==> src/rtl/prio_intc_pkg.sv <==
package prio_intc_pkg;

  localparam int LVL_W   = 5;
  localparam int EXT_F_W = 4;
  localparam int PER_F_W = 5;
  localparam logic [LVL_W-1:0] PER_LVL_MAX = 5'd30;

  // External field is doubled into the shared level space.
  function automatic logic [LVL_W-1:0] ext_to_level(input logic [EXT_F_W-1:0] f);
    return {f, 1'b0};
  endfunction

  // Peripheral field saturates at the highest usable level.
  function automatic logic [LVL_W-1:0] per_to_level(input logic [PER_F_W-1:0] f);
    return (f > PER_LVL_MAX) ? PER_LVL_MAX : f;
  endfunction

  // Strictly above both masks; level 0 therefore never passes.
  function automatic logic clears_masks(input logic [LVL_W-1:0] lvl,
                                        input logic [LVL_W-1:0] cpu_m,
                                        input logic [LVL_W-1:0] usr_m);
    return (lvl > cpu_m) && (lvl > usr_m);
  endfunction

endpackage

==> src/rtl/prio_intc_regs.sv <==
module prio_intc_regs
  import prio_intc_pkg::*;
#(
  parameter int N_EXT       = 4,
  parameter int N_PER       = 8,
  parameter int PER_PER_REG = 4,
  parameter int ADDR_W      = 4
) (
  input  logic                 clk,
  input  logic                 rst_n,
  input  logic                 reg_wr,
  input  logic [ADDR_W-1:0]    reg_addr,
  input  logic [31:0]          reg_wdata,
  output logic [31:0]          reg_rdata,
  input  logic                 nmi_level,
  input  logic [N_EXT-1:0]     pend,
  output logic                 nmi_pass,
  output logic                 hold_en,
  output logic [LVL_W-1:0]     user_mask,
  output logic [N_EXT-1:0]     pend_clr,
  output logic [EXT_F_W-1:0]   ext_prio [N_EXT],
  output logic [PER_F_W-1:0]   per_prio [N_PER]
);

  localparam int A_CTRL  = 0;
  localparam int A_UMASK = 1;
  localparam int A_PEND  = 2;
  localparam int A_EXTP  = 3;
  localparam int A_PER0  = 4;
  localparam int LANE_W  = 32 / PER_PER_REG;

  logic wr_ctrl, wr_umask, wr_pend, wr_extp;

  assign wr_ctrl  = reg_wr && (int'(reg_addr) == A_CTRL);
  assign wr_umask = reg_wr && (int'(reg_addr) == A_UMASK);
  assign wr_pend  = reg_wr && (int'(reg_addr) == A_PEND);
  assign wr_extp  = reg_wr && (int'(reg_addr) == A_EXTP);

  assign pend_clr = wr_pend ? reg_wdata[N_EXT-1:0] : '0;

  always_ff @(posedge clk or negedge rst_n) begin
    if (!rst_n) begin
      nmi_pass  <= 1'b0;
      hold_en   <= 1'b0;
      user_mask <= '0;
    end else begin
      if (wr_ctrl) begin
        nmi_pass <= reg_wdata[0];
        hold_en  <= reg_wdata[1];
      end
      if (wr_umask) user_mask <= reg_wdata[LVL_W-1:0];
    end
  end

  always_ff @(posedge clk or negedge rst_n) begin
    if (!rst_n) begin
      for (int i = 0; i < N_EXT; i++) ext_prio[i] <= '0;
    end else if (wr_extp) begin
      for (int i = 0; i < N_EXT; i++) ext_prio[i] <= reg_wdata[EXT_F_W*i +: EXT_F_W];
    end
  end

  always_ff @(posedge clk or negedge rst_n) begin
    if (!rst_n) begin
      for (int j = 0; j < N_PER; j++) per_prio[j] <= '0;
    end else if (reg_wr) begin
      for (int j = 0; j < N_PER; j++) begin
        if (int'(reg_addr) == A_PER0 + j / PER_PER_REG)
          per_prio[j] <= reg_wdata[LANE_W*(j % PER_PER_REG) +: PER_F_W];
      end
    end
  end

  always_comb begin
    reg_rdata = '0;
    case (int'(reg_addr))
      A_CTRL:  reg_rdata = {23'b0, nmi_level, 6'b0, hold_en, nmi_pass};
      A_UMASK: reg_rdata[LVL_W-1:0] = user_mask;
      A_PEND:  reg_rdata[N_EXT-1:0] = pend;
      A_EXTP:  for (int i = 0; i < N_EXT; i++) reg_rdata[EXT_F_W*i +: EXT_F_W] = ext_prio[i];
      default: begin
        for (int j = 0; j < N_PER; j++) begin
          if (int'(reg_addr) == A_PER0 + j / PER_PER_REG)
            reg_rdata[LANE_W*(j % PER_PER_REG) +: PER_F_W] = per_prio[j];
        end
      end
    endcase
  end

endmodule

==> src/rtl/prio_intc_hold.sv <==
module prio_intc_hold #(
  parameter int N_EXT = 4
) (
  input  logic             clk,
  input  logic             rst_n,
  input  logic             hold_en,
  input  logic [N_EXT-1:0] pin,
  input  logic [N_EXT-1:0] clr,
  output logic [N_EXT-1:0] latch_q,
  output logic [N_EXT-1:0] req
);

  for (genvar i = 0; i < N_EXT; i++) begin : g_pin
    always_ff @(posedge clk or negedge rst_n) begin
      if (!rst_n)        latch_q[i] <= 1'b0;
      else if (!hold_en) latch_q[i] <= 1'b0;
      else               latch_q[i] <= (latch_q[i] & ~clr[i]) | pin[i];
    end

    assign req[i] = pin[i] | latch_q[i];

    AST_HOLD_CAPTURE: assert property (@(posedge clk) disable iff (!rst_n)
      (hold_en && pin[i]) |=> latch_q[i]);
  end

  AST_HOLD_OFF_EMPTY: assert property (@(posedge clk) disable iff (!rst_n)
    !hold_en |=> (latch_q == '0));

endmodule

==> src/rtl/prio_intc_arb.sv <==
module prio_intc_arb
  import prio_intc_pkg::*;
#(
  parameter int NSRC  = 12,
  parameter int SRC_W = 4
) (
  input  logic             clk,
  input  logic             rst_n,
  input  logic [NSRC-1:0]  src_req,
  input  logic [LVL_W-1:0] src_lvl [NSRC],
  input  logic [LVL_W-1:0] cpu_imask,
  input  logic [LVL_W-1:0] user_mask,
  output logic             win_valid,
  output logic [LVL_W-1:0] win_level,
  output logic [SRC_W-1:0] win_idx
);

  logic [NSRC-1:0] eligible;

  for (genvar s = 0; s < NSRC; s++) begin : g_elig
    assign eligible[s] = src_req[s] && clears_masks(src_lvl[s], cpu_imask, user_mask);
  end

  // Linear scan: strict compare keeps the lowest index on a tie.
  always_comb begin
    win_valid = 1'b0;
    win_level = '0;
    win_idx   = '0;
    for (int s = 0; s < NSRC; s++) begin
      if (eligible[s] && (!win_valid || src_lvl[s] > win_level)) begin
        win_valid = 1'b1;
        win_level = src_lvl[s];
        win_idx   = SRC_W'(s);
      end
    end
  end

  AST_WIN_ABOVE_MASK: assert property (@(posedge clk) disable iff (!rst_n)
    win_valid |-> (win_level > cpu_imask && win_level > user_mask));

endmodule

==> src/rtl/prio_intc.sv <==
module prio_intc
  import prio_intc_pkg::*;
#(
  parameter int N_EXT       = 4,
  parameter int N_PER       = 8,
  parameter int PER_PER_REG = 4,
  parameter int NSRC        = N_EXT + N_PER,
  parameter int SRC_W       = $clog2(NSRC)
) (
  input  logic             clk,
  input  logic             rst_n,
  input  logic [N_EXT-1:0] ext_pin,
  input  logic [N_PER-1:0] per_req,
  input  logic             nmi_pin,
  input  logic [4:0]       cpu_imask,
  input  logic             cpu_bl,
  input  logic             cpu_ack,
  output logic             irq_req,
  output logic [4:0]       irq_level,
  output logic [SRC_W-1:0] irq_src,
  output logic             irq_nmi,
  output logic             imask_we,
  output logic [4:0]       imask_new,
  input  logic             reg_wr,
  input  logic [3:0]       reg_addr,
  input  logic [31:0]      reg_wdata,
  output logic [31:0]      reg_rdata
);

  logic                 nmi_pass, hold_en;
  logic [LVL_W-1:0]     user_mask;
  logic [N_EXT-1:0]     pend_clr, latch_q, ext_req;
  logic [EXT_F_W-1:0]   ext_prio [N_EXT];
  logic [PER_F_W-1:0]   per_prio [N_PER];
  logic [NSRC-1:0]      src_req;
  logic [LVL_W-1:0]     src_lvl [NSRC];
  logic                 win_valid;
  logic [LVL_W-1:0]     win_level;
  logic [SRC_W-1:0]     win_idx;
  logic                 nmi_gate_open;
  logic                 past_ok;

  prio_intc_regs #(
    .N_EXT(N_EXT), .N_PER(N_PER), .PER_PER_REG(PER_PER_REG), .ADDR_W(4)
  ) u_regs (
    .clk(clk), .rst_n(rst_n), .reg_wr(reg_wr), .reg_addr(reg_addr),
    .reg_wdata(reg_wdata), .reg_rdata(reg_rdata), .nmi_level(nmi_pin),
    .pend(latch_q), .nmi_pass(nmi_pass), .hold_en(hold_en),
    .user_mask(user_mask), .pend_clr(pend_clr),
    .ext_prio(ext_prio), .per_prio(per_prio)
  );

  prio_intc_hold #(.N_EXT(N_EXT)) u_hold (
    .clk(clk), .rst_n(rst_n), .hold_en(hold_en), .pin(ext_pin),
    .clr(pend_clr), .latch_q(latch_q), .req(ext_req)
  );

  for (genvar i = 0; i < N_EXT; i++) begin : g_ext_src
    assign src_req[i] = ext_req[i];
    assign src_lvl[i] = ext_to_level(ext_prio[i]);
  end

  for (genvar j = 0; j < N_PER; j++) begin : g_per_src
    assign src_req[N_EXT+j] = per_req[j];
    assign src_lvl[N_EXT+j] = per_to_level(per_prio[j]);
  end

  prio_intc_arb #(.NSRC(NSRC), .SRC_W(SRC_W)) u_arb (
    .clk(clk), .rst_n(rst_n), .src_req(src_req), .src_lvl(src_lvl),
    .cpu_imask(cpu_imask), .user_mask(user_mask),
    .win_valid(win_valid), .win_level(win_level), .win_idx(win_idx)
  );

  assign nmi_gate_open = !cpu_bl || nmi_pass;

  always_ff @(posedge clk or negedge rst_n) begin
    if (!rst_n) begin
      irq_req   <= 1'b0;
      irq_level <= '0;
      irq_src   <= '0;
      irq_nmi   <= 1'b0;
      past_ok   <= 1'b0;
    end else begin
      irq_req   <= win_valid;
      irq_level <= win_level;
      irq_src   <= win_idx;
      irq_nmi   <= nmi_pin && nmi_gate_open;
      past_ok   <= 1'b1;
    end
  end

  assign imask_we  = cpu_ack && irq_req;
  assign imask_new = irq_level;

  AST_REQ_LEVEL_NONZERO: assert property (@(posedge clk) disable iff (!rst_n)
    irq_req |-> (irq_level != '0));

  AST_ACCEPT_RAISES_MASK: assert property (@(posedge clk) disable iff (!rst_n)
    imask_we |-> (imask_new != '0));

  AST_NMI_FORWARD: assert property (@(posedge clk) disable iff (!rst_n)
    (past_ok && $past(nmi_pin) && !$past(cpu_bl)) |-> irq_nmi);

  AST_NMI_BLOCKED: assert property (@(posedge clk) disable iff (!rst_n)
    (past_ok && !$past(nmi_pin)) |-> !irq_nmi);

endmodule

==> config.mk <==
export PLATFORM = sky130hd
export DESIGN_NAME = prio_intc
export DESIGN_NICKNAME = d
export VERILOG_FILES = /design/src/rtl/prio_intc_pkg.sv /design/src/rtl/prio_intc_regs.sv /design/src/rtl/prio_intc_hold.sv /design/src/rtl/prio_intc_arb.sv /design/src/rtl/prio_intc.sv
export SDC_FILE = /design/constraint.sdc
export NUM_CORES = 1
export LEC_CHECK = 0
export BUFFER_PORTS_ARGS = -buffer_cell sky130_fd_sc_hd__buf_4
export CAP_MARGIN = 20
export CORE_ASPECT_RATIO = 0.9
export CORE_UTILIZATION = 45
export CTS_BUF_LIST = sky130_fd_sc_hd__clkbuf_4 sky130_fd_sc_hd__clkbuf_8
export DETAILED_ROUTE_END_ITERATION = 10
export GPL_ROUTABILITY_DRIVEN = 0
export PLACE_DENSITY = 0.7
export SYNTH_ARGS = -nofsm -noshare
export SYNTH_HDL_FRONTEND = slang
export SYNTH_SLANG_ARGS = --single-unit
==> constraint.sdc <==
create_clock -name clk -period 30.4 [get_ports clk]
set_clock_uncertainty 0.15 [all_clocks]
set_input_delay 1.52 -clock clk [delete_from_list [all_inputs] [get_ports clk]]
set_output_delay 1.52 -clock clk [all_outputs]
set_load 0.005 [all_outputs]
# Word level (Yosys, flattened, before mapping)
# Cells that the tools add are included.
dict set report classes {
  bitwise_logic 16
  n_reduce_logical 72
  magnitude_cmp 43
  n_mux 63
  n_eq_ne 8
}
# op n
set ops {}
lappend ops {{5-bit greater-than comparator} 35}
lappend ops {{5-bit two-way mux} 30}
lappend ops {{1-bit logical AND} 41}
lappend ops {{5-bit greater-than comparator (second input constant)} 8}
lappend ops {{4-bit two-way mux} 5}
lappend ops {{3-bit two-way mux} 6}
lappend ops {{1-bit two-way mux} 17}
lappend ops {{4-bit one-hot mux with 4 select lines} 1}
lappend ops {{5-bit one-hot mux with 3 select lines} 1}
lappend ops {{4-bit by 2-bit equality test with 1-bit output (second input constant)} 3}
lappend ops {{1-bit zero test} 12}
lappend ops {{1-bit logical OR} 12}
lappend ops {{4-bit by 3-bit equality test with 1-bit output (second input constant)} 2}
lappend ops {{4-bit equality test (second input constant)} 2}
lappend ops {{4-bit zero test} 2}
lappend ops {{1-bit OR} 8}
lappend ops {{1-bit bitwise AND} 4}
lappend ops {{4-bit by 1-bit equality test with 1-bit output (second input constant)} 1}
lappend ops {{2-bit two-way mux} 2}
lappend ops {{1-bit inverter} 4}
lappend ops {{2-bit AND reduction} 2}
lappend ops {{2-bit OR reduction} 2}
lappend ops {{4-bit OR reduction} 1}
lappend ops {{1-bit one-hot mux with 3 select lines} 1}
dict set report totals {
  inputBits 59
  regBits 78
}

# Depth between registers and ports, before layout
# Gate-level depths: netlist (run 1).
dict set report depth {
  ltp_word 48
  mapped_depth 114
}

# Cells and area by module
# From an unflattened synthesis (run 1), not the netlist that was laid out.
dict set report unflattened {
  cells_unflattened 981
  hier_area_um2 9106.2
}
# module seq_area_each_um2 area_per_inst_um2 cells_each n_inst
set by_module_without_submodules {}
lappend by_module_without_submodules {prio_intc_arb 0.0 5178.7 668 1}
lappend by_module_without_submodules {prio_intc_regs 1576.5 3103.0 229 1}
lappend by_module_without_submodules {prio_intc 275.3 614.3 68 1}
lappend by_module_without_submodules {prio_intc_hold 100.1 210.2 16 1}

# Worst setup path after synthesis (run 1)
# Ideal clock, no wire load.
dict set report synth_path {
  path_kind {input port to flip-flop}
  from {in cpu_imask[4]}
  to {reg irq_src[3]}
  required_ns 30.119
  n_path_buf 7
  stages 108
  setup_time_ns 0.131
  slack_ns 11.082
  t_arrival_ns 19.037
  path_cell_list {inv_1 ha_1 nand2_1 nor3_2 nor3_4 nand3_1 ha_1 nor2b_1 o21ai_0 a21oi_1 and3_1 o22ai_1 inv_1 ha_1 nor2b_1 o21a_1 o21a_1 o21ai_1 [72 not listed] nand2b_1 a21oi_1 a31oi_1 o21ba_2 buf_6 mux2_4 a31o_1 ha_1 nor2b_1 o21ai_0 nand2b_1 a21oi_1 nor2b_1 o22ai_1 a21o_1 buf_6 nand2_1 or3_1}
}
dict set report synth_via {
  elab_chain_cells 48
  elab_cells_between_ends 106
}
# item line
set synth_rtl {}
lappend synth_rtl {{start: declaration} prio_intc.sv:15} ;# input logic [4:0] cpu_imask,
lappend synth_rtl {{5-bit greater-than comparator} prio_intc_pkg.sv:22} ;# return (lvl > cpu_m) && (lvl > usr_m);
lappend synth_rtl {{1-bit logical AND} prio_intc_pkg.sv:22}
lappend synth_rtl {{1-bit logical AND} prio_intc_arb.sv:21} ;# assign eligible[s] = src_req[s] && clears_masks(src_lvl[s], cpu_imask, user_mask);
lappend synth_rtl {{5-bit two-way mux / 1-bit two-way mux (equally long branches)} prio_intc_arb.sv:30} ;# if (eligible[s] && (!win_valid || src_lvl[s] > win_level)) begin
lappend synth_rtl {{5-bit greater-than comparator / 1-bit zero test (equally long branches)} prio_intc_arb.sv:30}
lappend synth_rtl {{1-bit logical OR} prio_intc_arb.sv:30}
lappend synth_rtl {{1-bit logical AND} prio_intc_arb.sv:30}
lappend synth_rtl {{5-bit two-way mux / 1-bit two-way mux (equally long branches)} prio_intc_arb.sv:30}
lappend synth_rtl {{[33 not listed]} --}
lappend synth_rtl {{1-bit logical OR} prio_intc_arb.sv:30}
lappend synth_rtl {{1-bit logical AND} prio_intc_arb.sv:30}
lappend synth_rtl {{5-bit two-way mux / 1-bit two-way mux (equally long branches)} prio_intc_arb.sv:30}
lappend synth_rtl {{5-bit greater-than comparator / 1-bit zero test (equally long branches)} prio_intc_arb.sv:30}
lappend synth_rtl {{1-bit logical OR} prio_intc_arb.sv:30}
lappend synth_rtl {{1-bit logical AND} prio_intc_arb.sv:30}
lappend synth_rtl {{4-bit two-way mux (*)} prio_intc_arb.sv:30}
lappend synth_rtl {{net u_arb.win_idx[3]} prio_intc_arb.sv:15} ;# output logic [SRC_W-1:0] win_idx
lappend synth_rtl {{end signal: assignment} prio_intc.sv:86} ;# irq_src <= win_idx;
lappend synth_rtl {{end: declaration} prio_intc.sv:20} ;# output logic [SRC_W-1:0] irq_src,
# Mark *: on every way through the listed nets, which the timed path passes. The rest lies on a longest branch.
# A chain may end at the register's enable or synchronous reset.

# Worst setup path in the final report (run 1)
dict set report layout_path {
  from {in cpu_imask[4]}
  to {reg irq_src[2]}
}
# Same word-level chain as after synthesis.

==> summary.txt, run 1 <==
Critical path
  – Crit-path max cell delay: 0.53 ns
  – Critical Path Sink Type: flop
  – Depth of the worst register-to-register path: 104
  – Kind of start point of the critical path: input port
  – Critical Path RT: 30.51 ns
  – Worst setup path startpoint: cpu_imask[4]
  – Source of the worst register-to-register timing path: u_regs.user_mask[4]$_DFFE_PN0P_
  – Dominant cell type by count on the critical path: o21a_1
  – Critical path fanouts, max: 20
  – Capture instance of the worst register-to-register path: irq_src[2]$_DFF_PN0_
  – Timing endpoint of the critical path: irq_src[2]$_DFF_PN0_
  – Master of the slowest instance on the critical path: inv_1
  – FF-to-FF setup slack: 8.81 ns
  – Critical path type: input port to flop
  – Critical path data arrival time: about 23 ns

Yosys
  – Flip-flop and latch count after synthesis: just under 80
  – Top cell types by occurrence after synthesis: ha_1 (163), dfrtp_1 (78), mux2_2 (68)
  – Number of enable flip-flop cells after synthesis: 0
  – Async set or reset register ratio after synthesis: 100%
  – Library cells used by synthesis: 87
  – Fraction of the yosys area taken by sequential cells: about 23%
  – Synth top area share: 23.7%
  – Most numerous cell in the Yosys netlist: ha_1
  – Average cell area after synthesis: between 9 and 10 sq um
  – Post-synth top area cell: ha_1
  – Gate count of the mapped netlist: just over 900
  – Yosys warning count: 0
  – Netlist area before placement: between 0.008 and 0.009 sq mm
  – Biggest area contributors in the synthesized netlist: ha_1 (24%), dfrtp_1 (23%), mux2_2 (8.9%), a21oi_1 (3.4%), nand2_1 (2.9%)
  – Top_reg_cell synth: dfrtp_1

Power
  – Relative contribution of sequential cells to total power: between 20% and 30%
  – Proportion of power drawn by the clock network: a little under an eighth
  – Int Power: 0.390 mW
  – Power per unit of standard cell area: 76.1 mW/mm^2
  – Overall power after layout: ~0.73 mW
  – Sw frac: a little under half
  – Peak supply drop: around 34 uV
  – Static Leak: 4.53 nW
  – Net switching power of the design: approximately 0.34 mW
  – Share of power burned in combinational logic: 63.7%

Finish
  – Final design utilization: a little over 50%
  – Fraction of final layout cells with drive strength greater than 1: roughly a quarter
  – Final instance count without filler cells: ~1200
  – Post-route standard cell area excluding fillers: roughly 0.0096 sq mm
  – Number of nets in the layout: 1200
  – Antenna fix cells: 0
  – Area growth, synth to finish: 11.3%

CTS
  – Number of buffers added for setup after CTS: 0
  – Number of hold buffers added after cts: 0
  – Cts bufs inserted: 9
  – Clock input transition at the sequential cells of the worst setup and hold paths: around 0.10 ns
  – Clk root buf: clkbuf_8
  – Clock Path Buffers: 2
  – Clock H-tree levels: 3
  – TritonCTS clock tree: done
  – CTS-repair resized insts: 0
  – Clock latency on the worst-skew pair: between 0.3 and 0.4 ns
  – Clock Sink Count: 78

STA
  – Highest achievable clock rate: between 40 and 50 MHz
  – Worst hold margin: around 0.39 ns
  – Min Clock Period, post-route: about 22 ns
  – PnR worst setup slack: about 8 ns
  – Post-route fraction of the period consumed by the critical path: about three quarters
  – Number of pins exceeding their max-slew limit in the final report: 0
  – Worst Tran Pin Value: between 1 and 1.5 ns
  – Worst slew margin: between 20% and 30%
  – Sum Neg Setup Slack: 0 ns
  – Final Setup Violations: 0
  – Unrepaired setup endpoints after global routing: false
  – Final-report hold violation count: 0

Detailed routing
  – First DRT Iteration DRCs: 568
  – Routed wire length: between 20000 and 25000 um
  – Detailed-route via count: 7498
  – Residual DRC: 0
  – WL met1: ~12000 um
  – Number of iterations in the first detailed-routing pass: 5
  – Per-cell routed wire length: 20.1 um
  – Remaining antenna violation count: 0
  – Via density: 6.11
  – Highest routing layer actually used: met4
  – Met2 wire length: ~11000 um
  – Routed length on met3: approximately 1500 um

Placed design
  – Post-DP HPWL: approximately 18000 um
  – Cell Count Post-Placement: 1212
  – Port-buffer cells: between 90 and 100
  – Worst setup slack after placement: about 7.9 ns
  – Placed inst area: 0.00938 sq mm

Floorplan
  – Initial Util: approximately 46%
  – Die extent in y: between 100 and 150 um
  – Overall die area: around 0.020 sq mm
  – Area of the core region: approximately 0.019 sq mm
  – Std-Cell Rows: between 40 and 50
  – Count of pins on the block boundary: around 110
  – Die extent in x: roughly 150 um

GRT
  – Number of global-route vias before repair: ~7000
  – Global router's overall resource usage: between 20% and 30%
  – Wire length of the first global-routing pass: slightly below 40000 um
  – Remaining global-route overflow: 0
  – Maximum number of pins on one net before global-route repair: 59
  – Antenna violations before repair: 0

Worst hold path
  – Count of cells along the worst hold path: 1
  – HP Class: flop to flop

Job
  – Maximum capacitance violations: 0

Status
  – Outcome: finished clean
==> routing by layer <==
| metal | up-vias | GRT usage [%] |
|---|---|---|
| met3 | 33 | 3.08 |
| met4 | 0 | 7.16 |
| met5 | - | 0 |
| met1 | 3632 | 37.1 |
| li1 | 3565 | - |
| met2 | 268 | 40.3 |
==> layout by cell type, fill, tap and decap left out, drive strengths merged, types with 11 or more instances in the layout <==
master	synthesis	final
ha	163	163
buf	24	102
dfrtp	78	78
mux2	69	69
nand2	68	68
a21oi	62	62
o21ai	49	49
inv	38	41
nand3	30	30
nor2b	27	27
and2	23	23
o21a	22	22
nand4	21	21
nor3	20	20
nor2	18	18
a21o	17	17
and3	15	15
a22o	11	11
==> power by group through the flow <==
stage | Clock (mW) | Sequential [mW] | Combinational (mW)
3_3_place_gp | 0 | 0.179 | 0.445
3_5_place_dp | 0 | 0.180 | 0.458
6_report | 0.0853 | 0.180 | 0.465
4_1_cts | 0.0865 | 0.178 | 0.461
5_1_grt | 0.0895 | 0.183 | 0.525
2_1_floorplan | 0 | 0.156 | 0.366
==> final cells by class <==
type	instances	area, sq um
Sequential cell	78	1950
Tap cell	245	307
Fill cell	1772	9000
Multi-Input combinational cell	748	6200
Clock buffer	9	124
Timing Repair Buffer	103	776
Inverter	38	143
Clock inverter	7	81.3
==> kinds of logic after synthesis <==
| kind of cell | count (synthesis) | synth area share [%] |
|---|---|---|
| and+or+nand+nor | 253 | 16.5 |
| muxes | 77 | 10.3 |
| other | 1 | 0.0436 |
| AOI/OAI and AO/OA | 249 | 21.1 |
| adders and majority gates | 163 | 23.7 |
| DFF | 78 | 22.7 |
| buffers and inverters | 106 | 5.74 |
==> worst min-delay path by stage <==
stage / startpoint / endpoint
floorplan: u_regs.user_mask[1]$_DFFE_PN0P_ / u_regs.user_mask[1]$_DFFE_PN0P_
global placement: u_regs.user_mask[1]$_DFFE_PN0P_ / u_regs.user_mask[1]$_DFFE_PN0P_
detailed placement: u_regs.user_mask[1]$_DFFE_PN0P_ / u_regs.user_mask[1]$_DFFE_PN0P_
CTS: u_regs.user_mask[1]$_DFFE_PN0P_ / u_regs.user_mask[1]$_DFFE_PN0P_
global route: u_regs.user_mask[1]$_DFFE_PN0P_ / u_regs.user_mask[1]$_DFFE_PN0P_
finish: u_regs.user_mask[1]$_DFFE_PN0P_ / u_regs.user_mask[1]$_DFFE_PN0P_
==> sequential cells by signal (all words and copies together), names as in the netlist, 4 cells and up <==
register	flops
u_regs.user_mask	5
u_regs.per_prio	40
irq_src	4
u_regs.ext_prio	16
imask_new	5
u_hold.latch_q	4
==> critical path: cells and delay by family <==
family	cells	cell delay, ns
AO/OA/AOI/OAI	58	11.73
AND/OR/NAND/NOR	27	4.13
adder cells (fa/ha/maj)	12	3.37
multiplexers	2	0.60
buffers and inverters	6	1.11
Power figures use the tool's default switching activity.
==> run 2, diff against run 1 <==
--- a/config.mk
+++ b/config.mk
@@ -12,7 +12,7 @@
 export CTS_BUF_LIST = sky130_fd_sc_hd__clkbuf_4 sky130_fd_sc_hd__clkbuf_8
 export DETAILED_ROUTE_END_ITERATION = 10
 export GPL_ROUTABILITY_DRIVEN = 0
-export PLACE_DENSITY = 0.7
+export PLACE_DENSITY = 0.73
 export SYNTH_ARGS = -nofsm -noshare
 export SYNTH_HDL_FRONTEND = slang
 export SYNTH_SLANG_ARGS = --single-unit
==> constraint.sdc (replaced) <==
create_clock -name clk -period 20 [get_ports clk]
set_clock_uncertainty 0.15 [all_clocks]
set_input_delay 1 -clock clk [delete_from_list [all_inputs] [get_ports clk]]
set_output_delay 1 -clock clk [all_outputs]
set_load 0.005 [all_outputs]
==> summary.txt, run 2 (same netlist as run 1, synthesis figures left out) <==
Status
  – Outcome: finished clean

Worst hold path
  – HP Class: flop to flop

Critical path
  – Master of the slowest instance on the critical path: mux2_2
  – Kind of start point of the critical path: input port
  – Critical path type: input port to flop
  – Critical path fanouts, max: 8
  – Critical path data arrival time: between 15 and 20 ns
  – Critical Path Sink Type: flop
  – Dominant cell type by count on the critical path: o21a_1
  – Crit-path max cell delay: 0.34 ns
  – Critical Path RT: 20.10 ns

CTS
  – Clock Sink Count: between 70 and 80
  – Clock latency on the worst-skew pair: between 0.3 and 0.4 ns
  – Clk root buf: clkbuf_8
  – Clock H-tree levels: 3
  – Clock Path Buffers: 2
  – TritonCTS clock tree: done
  – Clock input transition at the sequential cells of the worst setup and hold paths: about 0.090 ns
  – Cts bufs inserted: 9

Finish
  – Register with the most flip-flops: u_regs.per_prio
  – Flip-flop count of the largest register after layout: 40
  – Final design utilization: around 53%
  – Top flop regs: u_regs.per_prio (40), u_regs.ext_prio (16)
  – Area growth, synth to finish: 15.2%
  – Post-route standard cell area excluding fillers: a little under 0.01 sq mm
  – Antenna fix cells: 0
  – Fraction of final layout cells with drive strength greater than 1: between 20% and 30%
  – Most frequent standard cell in the layout excluding fill and tap cells: ha_1
  – Commonest cells after routing, fill and taps aside: ha_1 (163), buf_4 (133), dfrtp_1 (78), mux2_2 (68), nand2_1 (67)
  – Layout fillers: about 1700
  – Number of nets in the layout: around 1200

Detailed routing
  – Per-cell routed wire length: just over 20 um
  – Via density: between 6 and 7
  – Routed wire length: around 26000 um
  – Detailed-route via count: 7694
  – Remaining antenna violation count: 0
  – First DRT Iteration DRCs: approximately 660
  – Residual DRC: 0
  – Number of iterations in the first detailed-routing pass: 5

GRT
  – Most Used Layer, Global Route: met2
  – Routing usage on met1: between 30% and 40%
  – Global router's overall resource usage: between 20% and 30%
  – Met3 Track Usage GR: around 4.2%
  – Number of global-route vias before repair: roughly 7200
  – Antenna violations before repair: 0
  – Wire length of the first global-routing pass: ~40000 um
  – Met2 capacity usage during global routing: 40.5%
  – Remaining global-route overflow: 0
  – Maximum number of pins on one net before global-route repair: 79

STA
  – Final Setup Violations: 0
  – Sum Neg Setup Slack: 0 ns
  – Min Clock Period, post-route: between 15 and 20 ns
  – Final-report hold violation count: 0
  – Worst Tran Pin Value: slightly above 1 ns
  – Number of pins exceeding their max-slew limit in the final report: 0
  – Highest achievable clock rate: ~52 MHz
  – Worst slew margin: 32.5%
  – Post-route fraction of the period consumed by the critical path: around 95%

Power
  – Peak supply drop: ~60 uV
  – Relative contribution of sequential cells to total power: a little under a quarter
  – Int Power: between 0.6 and 0.7 mW
  – Static Leak: around 4.7 nW
  – Share of power burned in combinational logic: 65.4%
  – Proportion of power drawn by the clock network: roughly 11%
  – Sw frac: between 40% and 50%
  – Power per unit of standard cell area: approximately 120 mW/mm^2
  – Net switching power of the design: roughly 0.54 mW

Placed design
  – Placed inst area: around 0.0095 sq mm
  – Post-DP HPWL: 19400 um
  – Port-buffer cells: 95

Floorplan
  – Std-Cell Rows: 47
  – Overall die area: slightly below 0.02 sq mm
  – Area of the core region: between 0.015 and 0.02 sq mm
  – Count of pins on the block boundary: 108
  – Die extent in x: 148 um
  – Die extent in y: roughly 130 um
  – Initial Util: a little under half

Job
  – Maximum capacitance violations: 0
[run 2: stage by stage]
step / worst slack [ns] / hold slack [ns] / cells / total power [mW]
2_1_floorplan: 1.20 / 0.347 / 932 / 0.794
3_3_place_gp: 0.331 / 0.359 / 1228 / 0.962
3_5_place_dp: -0.0391 / 0.373 / 1228 / 0.991
4_1_cts: 0.284 / 0.402 / 1244 / 1.12
5_1_grt: -0.169 / 0.421 / 1259 / 1.27
6_report: 0.939 / 0.398 / 1259 / 1.17
[run 2: final cells by class]
class | count | area (sq um) | share of cell area [%]
multi-input cells | 748 | 6290 | 63.5
repair buffers | 134 | 1020 | 10.3
well taps | 245 | 307 | 3.09
clock inverters | 7 | 81.3 | 0.820
clock buffers | 9 | 124 | 1.25
flip-flops and latches | 78 | 1950 | 19.7
inverters | 38 | 143 | 1.44
[run 2: power groups by stage]
| stage | registers, mW | logic [mW] | clock network [mW] |
|---|---|---|---|
| 2_1_floorplan | 0.238 | 0.557 | 0 |
| 3_3_place_gp | 0.273 | 0.689 | 0 |
| 3_5_place_dp | 0.275 | 0.716 | 0 |
| 4_1_cts | 0.272 | 0.721 | 0.128 |
| 5_1_grt | 0.281 | 0.853 | 0.135 |
| 6_report | 0.277 | 0.762 | 0.126 |
[run 2: layer usage]
metal  routed length, um  part of all wire, %
met1               11400                   44
met3                2240                  8.7
met2               11400                   44
met5                   0                    0
met4                 667                  2.6
[run 2: worst paths after layout]
kind,startpoint,endpoint,slack [ns],depth (start not counted)
max reg2reg,u_regs.ext_prio[15]$_DFFE_PN0P_,imask_new[3]$_DFF_PN0_,1.10,103
min reg2reg,u_regs.nmi_pass$_DFFE_PN0P_,u_regs.nmi_pass$_DFFE_PN0P_,0.40,1
min in group asynchronous,rst_n,u_regs.ext_prio[10]$_DFFE_PN0P_,0.62,1
max in group asynchronous,rst_n,imask_new[3]$_DFF_PN0_,18.44,1
max,cpu_imask[4],imask_new[3]$_DFF_PN0_,0.94,105
min,u_regs.nmi_pass$_DFFE_PN0P_,u_regs.nmi_pass$_DFFE_PN0P_,0.40,1
[run 2: what timing repair did]
item | 4_1_cts | 5_1_grt
hold buffers | 0 | 0
resized for setup | 0 | 22
setup endpoints to repair | 0 | 9
setup buffers | 0 | 15
[run 2: critical path, delay by kind of cell]
| family | cells | cell delay, ns |
|---|---|---|
| AO/OA/AOI/OAI | 59 | 9.93 |
| multiplexers | 3 | 0.91 |
| adder cells (fa/ha/maj) | 12 | 3.34 |
| buffers and inverters | 6 | 0.53 |
| AND/OR/NAND/NOR | 25 | 3.44 |
==> run 3, diff against run 2 <==
--- a/config.mk
+++ b/config.mk
@@ -10,9 +10,11 @@
 export CORE_ASPECT_RATIO = 0.9
 export CORE_UTILIZATION = 45
 export CTS_BUF_LIST = sky130_fd_sc_hd__clkbuf_4 sky130_fd_sc_hd__clkbuf_8
+export CTS_CLUSTER_DIAMETER = 40
 export DETAILED_ROUTE_END_ITERATION = 10
 export GPL_ROUTABILITY_DRIVEN = 0
 export PLACE_DENSITY = 0.73
+export SLEW_MARGIN = 25
 export SYNTH_ARGS = -nofsm -noshare
 export SYNTH_HDL_FRONTEND = slang
 export SYNTH_SLANG_ARGS = --single-unit
==> constraint.sdc (replaced) <==
create_clock -name clk -period 20 [get_ports clk]
set_clock_uncertainty 0.15 [all_clocks]
set_input_delay 2 -clock clk [delete_from_list [all_inputs] [get_ports clk]]
set_output_delay 2 -clock clk [all_outputs]
set_load 0.005 [all_outputs]
==> summary.txt, run 3 (same netlist as run 1, synthesis figures left out) <==
Detailed routing
  – Per-cell routed wire length: a little over 20 um
  – Residual DRC: 0
  – Routed wire length: 26400 um
  – Remaining antenna violation count: 0
  – Number of iterations in the first detailed-routing pass: 5
  – Via density: 6.18
  – First DRT Iteration DRCs: 704
  – Detailed-route via count: 7915

Critical path
  – Dominant cell type by count on the critical path: o21a_1
  – Critical path data arrival time: around 20 ns
  – Critical Path RT: 20.13 ns
  – Count of cell instances traversed by the critical path: about 110
  – Critical path fanouts, max: 8
  – Critical Path Sink Type: flop
  – Kind of start point of the critical path: input port
  – Depth of the worst register-to-register path: ~110
  – Cell family with most CP delay: compound AO/OA/AOI/OAI gates
  – Critical path type: input port to flop
  – Crit-path max cell delay: roughly 0.37 ns
  – Count of buffer and inverter cells on the critical path: 8
  – Master of the slowest instance on the critical path: ha_1

CTS
  – Clock Sink Count: between 70 and 80
  – Clock input transition at the sequential cells of the worst setup and hold paths: around 0.1 ns
  – TritonCTS clock tree: done
  – Clk root buf: clkbuf_8
  – Clock Path Buffers: 2
  – Cts bufs inserted: 9
  – Clock latency on the worst-skew pair: 0.38 ns
  – Clock H-tree levels: 3

Floorplan
  – Area of the core region: 0.0186 sq mm
  – Count of pins on the block boundary: around 110
  – Die extent in y: 133 um
  – Overall die area: ~0.020 sq mm
  – Die extent in x: between 100 and 150 um
  – Std-Cell Rows: 47
  – Initial Util: 46.3%

Finish
  – Most frequent standard cell in the layout excluding fill and tap cells: ha_1
  – Layout fillers: around 1700
  – Final instance count without filler cells: 1280
  – Final design utilization: approximately 56%
  – Post-route standard cell area excluding fillers: between 0.01 and 0.015 sq mm
  – Top flop regs: u_regs.per_prio (40), u_regs.ext_prio (16)
  – Flip-flop count of the largest register after layout: 40
  – Register with the most flip-flops: u_regs.per_prio
  – Fraction of final layout cells with drive strength greater than 1: between 30 and 40%
  – Number of nets in the layout: roughly 1300
  – Antenna fix cells: 0
  – Commonest cells after routing, fill and taps aside: ha_1 (155), buf_4 (147), dfrtp_1 (78), mux2_2 (66), nand2_1 (64)
  – Area growth, synth to finish: 20.8%

STA
  – Min Clock Period, post-route: a little under 20 ns
  – Sum Neg Setup Slack: 0 ns
  – Worst Tran Pin Value: approximately 1.1 ns
  – Number of pins exceeding their max-slew limit in the final report: 0
  – Post-route fraction of the period consumed by the critical path: a little over nine tenths
  – PnR worst setup slack: roughly 0.65 ns
  – Worst slew margin: approximately 29%
  – Highest achievable clock rate: between 50 and 60 MHz
  – Final-report hold violation count: 0
  – Final Setup Violations: 0
  – Worst hold margin: 0.388 ns

Worst hold path
  – HP Class: flop to flop
  – Count of cells along the worst hold path: 1

GRT
  – Number of global-route vias before repair: around 7400
  – Remaining global-route overflow: 0
  – Global router's overall resource usage: between 20% and 30%
  – Maximum number of pins on one net before global-route repair: 79
  – Antenna violations before repair: 0
  – Wire length of the first global-routing pass: ~40000 um

Power
  – Share of power burned in combinational logic: 67.7%
  – Overall power after layout: ~1.3 mW
  – Int Power: around 0.67 mW
  – Proportion of power drawn by the clock network: 10.0%
  – Static Leak: 4.88 nW
  – Relative contribution of sequential cells to total power: ~22%
  – Power per unit of standard cell area: between 100 and 150 mW/mm^2
  – Net switching power of the design: a little under 0.6 mW
  – Sw frac: between 40% and 50%
  – Peak supply drop: around 63 uV

Placed design
  – Placed inst area: slightly below 0.01 sq mm
  – Cell Count Post-Placement: approximately 1200
  – Worst setup slack after placement: -0.436 ns
  – Port-buffer cells: 95
  – Post-DP HPWL: ~19000 um

Status
  – Outcome: finished clean

Job
  – Maximum capacitance violations: 0
-- run 3: cell count changes in the layout (fill, tap and decap cells not counted), moves of 4 or more --
| cell | before | now |
|---|---|---|
| o21ai_2 | 2 | 7 |
| a21oi_1 | 58 | 52 |
| inv_2 | 0 | 4 |
| ha_1 | 163 | 155 |
| inv_1 | 38 | 34 |
| ha_4 | 0 | 7 |
| o21ai_0 | 31 | 25 |
| a21oi_2 | 2 | 8 |
| buf_4 | 133 | 147 |
| buf_6 | 0 | 7 |
-- run 3: power by group through the flow --
stage	Sequential (mW)	Clock [mW]	Combinational, mW
after global placement	0.272	0	0.704
after CTS	0.271	0.126	0.736
after floorplan	0.238	0	0.557
final	0.279	0.125	0.847
after detailed placement	0.274	0	0.728
after global routing	0.283	0.131	0.937
-- run 3: what timing repair did --
action                                  in CTS  in global routing
endpoints found under the setup margin       2                  9
cloned                                       0                  1
hold buffers                                 0                  0
resized for setup                            1                 88
setup buffers                                3                 16
pin swaps                                    0                 41
-- run 3: area by class of cell --
type / count / area, sq um / area share, %
Multi-Input combinational cell: 749 / 6620 / 63.7
Inverter: 38 / 143 / 1.37
Tap cell: 245 / 307 / 2.95
Sequential cell: 78 / 1950 / 18.8
Clock buffer: 9 / 124 / 1.19
Timing Repair Buffer: 154 / 1180 / 11.4
Clock inverter: 7 / 71.3 / 0.686
-- run 3: per-layer routing --
layer	GRT usage [%]	up-vias	routed length (um)
li1	-	3667	-
met2	41.6	348	11700
met4	8.13	0	775
met1	37.8	3829	12000
met5	0	-	0
met3	2.60	71	1990
-- run 3: final timing paths --
check | slack [ns] | to | from
setup / recovery | 0.65 | imask_new[4]$_DFF_PN0_ | cpu_imask[3]
hold / removal | 0.39 | u_regs.user_mask[1]$_DFFE_PN0P_ | u_regs.user_mask[1]$_DFFE_PN0P_
setup reg to reg | 1.61 | imask_new[4]$_DFF_PN0_ | u_regs.user_mask[3]$_DFFE_PN0P_
hold reg to reg | 0.39 | u_regs.user_mask[1]$_DFFE_PN0P_ | u_regs.user_mask[1]$_DFFE_PN0P_
max in group asynchronous | 17.70 | u_regs.per_prio[27]$_DFFE_PN0P_ | rst_n
min in group asynchronous | 1.48 | u_regs.ext_prio[10]$_DFFE_PN0P_ | rst_n
